$ cat src/rtl/rxdw_pkg.sv
package rxdw_pkg;
  localparam int OWN_BIT  = 15;
  localparam int OVF_BIT  = 24;
  localparam int IMPL_BIT = 28;
  localparam int CNT_BITS = 13;
  localparam int IMPL_BUF_BYTES = 1528;
  localparam int IMPL_OFFSET = 8;

  typedef enum logic [1:0] {A_STAT, A_BADDR, A_BLEN, A_DATA} addr_sel_t;

  typedef enum logic [2:0] {
    S_IDLE, S_RD_STAT, S_POLL, S_RD_ADDR, S_RD_LEN, S_XFER, S_WR_DATA, S_WR_STAT
  } state_t;

  typedef struct packed {
    logic      loadDesc;
    logic      loadStat;
    logic      loadAddr;
    logic      loadLen;
    logic      takeByte;
    logic      clearPack;
    addr_sel_t addrSel;
  } ctrl_t;
endpackage

$ cat src/rtl/rxdw_path.sv
module rxdw_path
  import rxdw_pkg::*;
#(
  parameter int AW = 32,
  parameter int LW = 16
) (
  input  logic          clk,
  input  logic          rstN,
  input  ctrl_t         ctrl,
  input  logic [AW-1:0] startAddr,
  input  logic [31:0]   memRdata,
  input  logic [7:0]    fifoData,
  input  logic          fifoLast,
  output logic          needFlush,
  output logic [AW-1:0] memAddr,
  output logic [31:0]   memWdata,
  output logic [3:0]    memBe
);
  localparam logic [LW-1:0] IMPL_LEN = LW'(IMPL_BUF_BYTES);

  logic [AW-1:0] descAddr, bufAddr;
  logic [LW-1:0] bufLen, count;
  logic [31:0]   packWord;
  logic [3:0]    packBe;
  logic          ovf;
  logic          fits;
  logic [1:0]    lane;
  logic [AW-1:0] wordOffs;
  logic [31:0]   statusWord;

  assign fits = count < bufLen;
  assign lane = count[1:0];
  assign needFlush = fits && (lane == 2'd3 || fifoLast || ({1'b0, count} + 1'b1) == {1'b0, bufLen});
  assign wordOffs = AW'(count - 1'b1) & ~AW'(3);

  always_comb begin
    statusWord = '0;
    statusWord[CNT_BITS-1:0] = CNT_BITS'(count);
    statusWord[OWN_BIT] = 1'b1;
    statusWord[OVF_BIT] = ovf;
  end

  always_comb begin
    unique case (ctrl.addrSel)
      A_STAT:  memAddr = descAddr + AW'(4);
      A_BADDR: memAddr = descAddr + AW'(8);
      A_BLEN:  memAddr = descAddr + AW'(12);
      default: memAddr = bufAddr + wordOffs;
    endcase
    memWdata = (ctrl.addrSel == A_DATA) ? packWord : statusWord;
    memBe    = (ctrl.addrSel == A_DATA) ? packBe : 4'hF;
  end

  always_ff @(posedge clk) begin
    if (!rstN) begin
      descAddr <= '0;
      bufAddr  <= '0;
      bufLen   <= '0;
      count    <= '0;
      packWord <= '0;
      packBe   <= '0;
      ovf      <= 1'b0;
    end else begin
      if (ctrl.loadDesc) begin
        descAddr <= startAddr;
        count    <= '0;
        packWord <= '0;
        packBe   <= '0;
        ovf      <= 1'b0;
      end
      if (ctrl.loadStat && memRdata[IMPL_BIT]) begin
        bufAddr <= descAddr + AW'(IMPL_OFFSET);
        bufLen  <= IMPL_LEN;
      end
      if (ctrl.loadAddr) bufAddr <= memRdata[AW-1:0];
      if (ctrl.loadLen)  bufLen  <= memRdata[LW-1:0];
      if (ctrl.takeByte) begin
        if (fits) begin
          packWord[lane*8 +: 8] <= fifoData;
          packBe[lane] <= 1'b1;
          count <= count + 1'b1;
        end else begin
          ovf <= 1'b1;
        end
      end
      if (ctrl.clearPack) begin
        packWord <= '0;
        packBe   <= '0;
      end
    end
  end

  a_r6_count_bound: assert property (@(posedge clk) disable iff (!rstN)
    count <= bufLen || $past(ctrl.loadLen) || $past(ctrl.loadStat));
  a_r5_be_low_lanes: assert property (@(posedge clk) disable iff (!rstN)
    (ctrl.addrSel == A_DATA && ctrl.clearPack) |->
      (packBe == 4'h1 || packBe == 4'h3 || packBe == 4'h7 || packBe == 4'hF));
endmodule

$ cat src/rtl/rxdw_ctrl.sv
module rxdw_ctrl
  import rxdw_pkg::*;
#(
  parameter int POLL_GAP = 8
) (
  input  logic  clk,
  input  logic  rstN,
  input  logic  start,
  input  logic  ownedBit,
  input  logic  implBit,
  input  logic  fifoValid,
  input  logic  fifoLast,
  input  logic  needFlush,
  input  logic  memAck,
  output ctrl_t ctrl,
  output logic  memReq,
  output logic  memWe,
  output logic  fifoRead,
  output logic  busy,
  output logic  done
);
  localparam int PW = $clog2(POLL_GAP + 1);

  state_t state, nextState;
  logic [PW-1:0] pollCnt;
  logic lastPending;

  always_comb begin
    ctrl = '0;
    ctrl.addrSel = A_STAT;
    nextState = state;
    memReq = 1'b0;
    memWe = 1'b0;
    fifoRead = 1'b0;
    unique case (state)
      S_IDLE: if (start) begin
        ctrl.loadDesc = 1'b1;
        nextState = S_RD_STAT;
      end
      S_RD_STAT: begin
        memReq = 1'b1;
        if (memAck) begin
          if (ownedBit) nextState = S_POLL;
          else begin
            ctrl.loadStat = 1'b1;
            nextState = implBit ? S_XFER : S_RD_ADDR;
          end
        end
      end
      S_POLL: if (pollCnt == PW'(POLL_GAP - 1)) nextState = S_RD_STAT;
      S_RD_ADDR: begin
        memReq = 1'b1;
        ctrl.addrSel = A_BADDR;
        ctrl.loadAddr = memAck;
        if (memAck) nextState = S_RD_LEN;
      end
      S_RD_LEN: begin
        memReq = 1'b1;
        ctrl.addrSel = A_BLEN;
        ctrl.loadLen = memAck;
        if (memAck) nextState = S_XFER;
      end
      S_XFER: begin
        ctrl.addrSel = A_DATA;
        fifoRead = fifoValid;
        ctrl.takeByte = fifoValid;
        if (fifoValid) begin
          if (needFlush) nextState = S_WR_DATA;
          else if (fifoLast) nextState = S_WR_STAT;
        end
      end
      S_WR_DATA: begin
        memReq = 1'b1;
        memWe = 1'b1;
        ctrl.addrSel = A_DATA;
        ctrl.clearPack = memAck;
        if (memAck) nextState = lastPending ? S_WR_STAT : S_XFER;
      end
      default: begin
        memReq = 1'b1;
        memWe = 1'b1;
        if (memAck) nextState = S_IDLE;
      end
    endcase
  end

  always_ff @(posedge clk) begin
    if (!rstN) begin
      state <= S_IDLE;
      pollCnt <= '0;
      lastPending <= 1'b0;
      done <= 1'b0;
    end else begin
      state <= nextState;
      pollCnt <= (state == S_POLL) ? pollCnt + 1'b1 : '0;
      if (state == S_XFER && fifoValid) lastPending <= fifoLast;
      done <= (state == S_WR_STAT) && memAck;
    end
  end

  assign busy = (state != S_IDLE);

  a_r9_req_hold: assert property (@(posedge clk) disable iff (!rstN)
    (memReq && !memAck) |=> (memReq && $stable(memWe) && $stable(ctrl.addrSel)));
  a_r1_owned_repoll: assert property (@(posedge clk) disable iff (!rstN)
    (state == S_RD_STAT && memAck && ownedBit) |=> (!memReq && !fifoRead));
  a_r8_done_after_status: assert property (@(posedge clk) disable iff (!rstN)
    done |-> $past(memReq && memWe && memAck && ctrl.addrSel == A_STAT));
  a_r8_done_single: assert property (@(posedge clk) disable iff (!rstN)
    done |=> !done);
  a_r10_pop_in_frame: assert property (@(posedge clk) disable iff (!rstN)
    (fifoRead && fifoLast) |=> !fifoRead);
endmodule

$ cat src/rtl/rx_desc_writer.sv
module rx_desc_writer
  import rxdw_pkg::*;
#(
  parameter int AW = 32,
  parameter int LW = 16,
  parameter int POLL_GAP = 8
) (
  input  logic          clk,
  input  logic          rstN,
  input  logic          start,
  input  logic [AW-1:0] descBase,
  output logic          busy,
  output logic          done,
  input  logic          fifoValid,
  input  logic [7:0]    fifoData,
  input  logic          fifoLast,
  output logic          fifoRead,
  output logic          memReq,
  output logic          memWe,
  output logic [AW-1:0] memAddr,
  output logic [31:0]   memWdata,
  output logic [3:0]    memBe,
  input  logic          memAck,
  input  logic [31:0]   memRdata
);
  ctrl_t ctrl;
  logic  needFlush;

  rxdw_ctrl #(.POLL_GAP(POLL_GAP)) ctrl_i (
    .clk(clk), .rstN(rstN), .start(start),
    .ownedBit(memRdata[OWN_BIT]), .implBit(memRdata[IMPL_BIT]),
    .fifoValid(fifoValid), .fifoLast(fifoLast), .needFlush(needFlush),
    .memAck(memAck), .ctrl(ctrl), .memReq(memReq), .memWe(memWe),
    .fifoRead(fifoRead), .busy(busy), .done(done)
  );

  rxdw_path #(.AW(AW), .LW(LW)) path_i (
    .clk(clk), .rstN(rstN), .ctrl(ctrl), .startAddr(descBase),
    .memRdata(memRdata), .fifoData(fifoData), .fifoLast(fifoLast),
    .needFlush(needFlush), .memAddr(memAddr), .memWdata(memWdata), .memBe(memBe)
  );
endmodule

$ cat config.mk
export PLATFORM = sky130hd
export DESIGN_NAME = rx_desc_writer
export DESIGN_NICKNAME = d
export VERILOG_FILES = /design/src/rtl/rxdw_pkg.sv /design/src/rtl/rxdw_path.sv /design/src/rtl/rxdw_ctrl.sv /design/src/rtl/rx_desc_writer.sv
export SDC_FILE = /design/constraint.sdc
export NUM_CORES = 1
export LEC_CHECK = 0
export BUFFER_PORTS_ARGS = -buffer_cell sky130_fd_sc_hd__buf_4
export CAP_MARGIN = 20
export CORE_MARGIN = 2
export CORE_UTILIZATION = 40
export DETAILED_ROUTE_END_ITERATION = 16
export SLEW_MARGIN = 25
export SYNTH_ARGS = -nofsm -noshare
export SYNTH_HDL_FRONTEND = slang
export SYNTH_SLANG_ARGS = --single-unit
$ cat constraint.sdc
create_clock -name clk -period 5.4 [get_ports clk]
set_input_delay 0.27 -clock clk [delete_from_list [all_inputs] [get_ports clk]]
set_output_delay 0.27 -clock clk [all_outputs]
set_load 0.03 [all_outputs]
### Yosys cells after proc, flatten, opt, wreduce, memory -nomap -nowiden

Cells that the tools add are included.

| cells by class | value |
|---|---|
| add/sub/neg operators | 9 |
| $lt $le $gt $ge | 3 |
| equal/unequal tests | 21 |
| shifts and indexed selects | 2 |
| multiplexer cells | 50 |
| bitwise logic cells | 2 |
| reductions and logical operators | 19 |

Operators by type and width:

| operator | number |
|---|---|
| $mux W32 | 7 |
| $pmux W32 S3 | 1 |
| $mux W16 | 5 |
| $add A32 B4 Y32 const B | 2 |
| $mux W3 | 12 |
| $neg A5 Y34 | 1 |
| $shift A8 B34 Y32 const A | 1 |
| $shiftx A8 B34 Y32 | 1 |
| $add A32 B3 Y32 const B | 1 |
| $add A32 B32 Y32 | 1 |
| $bwmux W32 | 1 |
| $pmux W3 S7 | 1 |
| $mux W4 | 5 |
| $add A16 B1 Y17 const B | 1 |
| $eq A17 B16 Y1 | 1 |
| $sub A16 B1 Y17 const B | 1 |
| $add A16 B1 Y16 const B | 1 |
| $lt A16 B16 Y1 | 1 |
| $mux W1 | 15 |
| $eq A3 B3 Y1 const B | 4 |
| $ne A2 B2 Y1 const B | 6 |
| $reduce_and A9 Y1 | 1 |
| $eq A2 B2 Y1 const B | 3 |
| $eq A3 B2 Y1 const B | 2 |
| 24 further kinds | 31 |

| storage, ports and cells | value |
|---|---|
| register bits after elaboration | 142 |
| input bits | 78 |
| output and inout port bits | 73 |
| word-level logic and storage cells | 117 |

### Depth between registers and ports, before layout

| depth | value |
|---|---|
| depth after elaboration | 7 |
| gate-level depth with buffers | 17 |
| depth with buffers taken out | 15 |

### By module

From an unflattened synthesis, not the netlist that was laid out.

| second synthesis, totals | value |
|---|---|
| cell total of the unflattened synthesis | 1516 |
| area total of the unflattened synthesis | 11429.7 um2 |

By module, submodules not included:

| module | times used | cells each | area an instance (um2) | seq. area each (um2) |
|---|---|---|---|---|
| rxdw_path | 1 | 1449 | 10899.2 | 2662.6 |
| rxdw_ctrl | 1 | 67 | 530.5 | 180.2 |

### Worst setup path after synthesis

Ideal clock, no wire load.

| timing | value |
|---|---|
| kind | register to output |
| start point | register path_i.count[7] |
| end point | output memAddr[31] |
| arrival | 4.588 ns |
| data required time | 5.130 ns |
| slack | 0.542 ns |
| cell stages (with the launch flop) | 14 |
| buffers on the path | 1 |
| cells stage by stage | dfxtp_1 clkbuf_2 or4_1 or4_4 nor3_2 ha_1 a21oi_1 o21bai_1 a21oi_1 o211ai_1 o21ai_1 o21ai_0 nor2b_1 o311ai_1 |

| on the way | value |
|---|---|
| longest elaborated chain between the ends | 3 |

Ends and longest elaborated chain:

| element | RTL line | text |
|---|---|---|
| from (decl) | rxdw_path.sv:22 | `logic [LW-1:0] bufLen, count;` |
| from (signal assigned) | rxdw_path.sv:81 | `count <= count + 1'b1;` |
| $sub A16 B1 Y17 | rxdw_path.sv:34 | `assign wordOffs = AW'(count - 1'b1) & ~AW'(3);` |
| $add A32 B32 Y32 | rxdw_path.sv:48 | `default: memAddr = bufAddr + wordOffs;` |
| $pmux W32 S3 | rxdw_path.sv:44 | `unique case (ctrl.addrSel)` |
| to (decl) | rx_desc_writer.sv:20 | `output logic [AW-1:0] memAddr,` |

No other way between the ends.

### Worst setup path after layout

| timing | value |
|---|---|
| start point | register path_i.count[3] |
| end point | output memAddr[31] |

Same word-level chain as after synthesis.

==> flow_summary.ini <==
[outcome]
status = finished, final reports clean

[logic_synthesis]
syn-num-nets = 1560
synth_area_leaders = dfxtp_1 27%, nand2_1 10%, ha_1 6.7%
synth_flop_cell = dfxtp_1
synth_top_cell_area_share = 0.272
synthArstFlopShare = 0
synth_cells = 1424
yosysWarnings = 0
synthTopCellsByCount = 288 x nand2_1, 142 x dfxtp_1, 126 x a21oi_1
yosysUniqueCellTypes = 77
syn-cell-area_sq_um = 10500
synth_most_common_cell = nand2_1
synth-seq-cells = 142
synth_top_cell_by_area = dfxtp_1
ys_seq_area_frac = 0.272
syn-mean-instance-area_sq_um = 7.35
synth_edf_count = 0

[sta]
fin_skew_ns = 0.0149
fmax_ghz = 0.199
slew_headroom = 0.327
tightest_slew_ns = 1.00
setup-tns-final_ns = 0
setup_viol = 0
finalHoldViolCount = 0
timing.final.crit_period_ns = 5.03
grt_setup_unrepaired = false
worst_slack_ns = 0.373
fin_hold_ws_ns = 0.0714
finalCritPeriodShare = 0.931
slew_violations = 0

[global_route]
antenna_found_initial = 0
grt_pass1_vias = 10167
grt_max_degree = 75
globalRouteOverflowTotal = 0
grt_usage = 0.253
grt_pass1_wl_microns = 55900

[setup_path]
r2r_setup_slack_ns = 2.14
cp.arrival_ns = 4.76
path_depth = 16
path_delay_family = simple AND/OR/NAND/NOR gates
worstSetupStartpointType = flop
cp_max_fo = 12
worst-path-buf-inv = 2
path_common_cell = or3_1
crit_chain = nor2_2 -> nand3_1 -> or3_1 -> or3_1 -> nor3_1 -> xor2_1 -> ha_1 -> nand3_1 -> or3_1 -> o211ai_1 -> buf_4 -> o21ai_1 -> o21ai_2 -> or3b_2 -> o311ai_1 -> buf_4
path_class = reg -> out
slowest_stage = dfxtp_1
cpPeakStageDelay_ns = 0.47
r2r_cells = 10
worstPathRequired_ns = 5.13
worstSetupEndpointType = primary output

[die]
die-area_sq_um = 27500
start_util = 0.404
ios = 151
die_w_microns = 166
die_y_microns = 166
core_sq_um = 25900
rows = 59

[job]
drv_cap = 0

[detailed_routing]
drc = 0
drtAntennaViolNets = 0
vias_per_cell = 5.76
routedWlPerCell_microns = 19.2
routed_wl_microns = 35900
met3WireLength_microns = 2020
top_layer = met4
routed-via-count = 10768
dr.pass1.iters = 5
routed-wl-met2_microns = 16500
drtIter0Drc = 925
wl_met1_microns = 16300

[clocking]
clk_pin_slew_ns = 0.07
clock_latency_ns = 0.44
clockRootBuffer = clkbuf_16
cts_tree = built
cts_buffer_depth = 2
cts-buffers-inserted = 17
cts_hold_repair.buffers = 0
clock-sinks = 142
htree_num_levels = 4

[finish]
nNetsFinal = 1657
drive_gt1_frac = 0.161
final_area_sq_um = 12400
layout.cells.non_filler = 1868
area_growth_pct = 18.2
antenna_cells = 0

[power_and_ir_drop]
powerDensity_nw_per_um2 = 258
clkPwrFrac = 0.370
internal_power_uw = 2090
swShare = 0.346
ir_worst_vdd_uv = 225
p_comb_frac = 0.267
leakagePower_uw = 0.00501
p_switching_uw = 1110
pwr-share-seq = 0.364

[placement]
gp_congestion = 0.952
dpl_cell_area_sq_um = 11800
dp_hpwl_microns = 26400
placed_cells = 1835
dp_slack_ns = 0.552
port_buffers = 150

[worst_hold_path]
holdPathStages = 3
hp-class = in -> reg
==> timing repair <==
| action | 4_1_cts | 5_1_grt |
|---|---|---|
| setup buffers | 0 | 2 |
| gates resized for setup | 0 | 6 |
| setup endpoints to repair | 0 | 7 |
==> state kept, by name (all words and copies together) (netlist names) <==
register,flops
path_i.count,16
ctrl_i.pollCnt,4
ctrl_i.lastPending,1
path_i.bufLen,16
path_i.packWord,32
path_i.descAddr,32
ctrl_i.done,1
ctrl_i.state,3
path_i.ovf,1
path_i.packBe,4
path_i.bufAddr,32
==> metrics by stage <==
step / util / total power (uW)
after floorplan: - / 1740
after global placement: 0.454 / 2010
after detailed placement: 0.454 / 2010
after CTS: 0.476 / 3200
after global routing: 0.478 / 3330
final: 0.478 / 3200
==> final timing paths <==
kind,from,end
setup / recovery,path_i.count[3],memAddr[31]
hold / removal,descBase[27],path_i.descAddr[27]
setup reg to reg,path_i.count[3],path_i.packWord[20]
hold reg to reg,ctrl_i.pollCnt[0],ctrl_i.pollCnt[0]
==> metal layers <==
metal  up-vias  track usage
li1       5279            -
met1      5067        0.341
met2       363        0.414
met3        59       0.0362
met4         0       0.0922
met5         -            0
==> kinds of logic after synthesis <==
group           Yosys count  share of synthesized area
compound gates          360                      0.219
xor+xnor                 91                     0.0762
fa+ha+maj                58                     0.0708
buf+inv                 137                     0.0582
flops                   142                      0.272
mux                      39                     0.0375
simple gates            597                      0.267
==> cells in the final DEF (no fill, tap or decap), drive strengths merged, types with 26 or more instances in the layout <==
master,n
xnor2,59
buf,179
xor2,32
mux2i,37
inv,36
nand2,288
o21ai,61
dfxtp,142
a21oi,126
nand3,63
nor3,26
nor2,85
a22oi,30
ha,56
==> power by group through the flow <==
stage / Combinational, uW / Clock [uW] / Sequential (uW)
floorplan: 599 / 0 / 1140
finish: 852 / 1180 / 1160
global route: 921 / 1240 / 1170
global placement: 828 / 0 / 1180
CTS: 835 / 1200 / 1160
detailed placement: 830 / 0 / 1180
==> layout make-up <==
cell class | instances | area, sq um
multi-input combinational | 1145 | 7060
tap | 335 | 419
fill | 2689 | 13500
timing repair buffer | 179 | 1340
clock inverter | 13 | 144
sequential | 142 | 2840
clock buffer | 18 | 429
inverter | 36 | 135
==> worst register-to-register path, cell delays in order (launching register included) <==
cell and delay, ns:
dfxtp_1 0.64, ha_1 0.34, a21o_1 0.19, a21oi_1 0.12, a21boi_0 0.14, o211ai_1 0.21
a211o_1 0.21, a21o_1 0.13, buf_4 0.33, nand3_1 0.54, mux2i_1 0.33
Note: power is estimated with default switching activity, not from simulation.
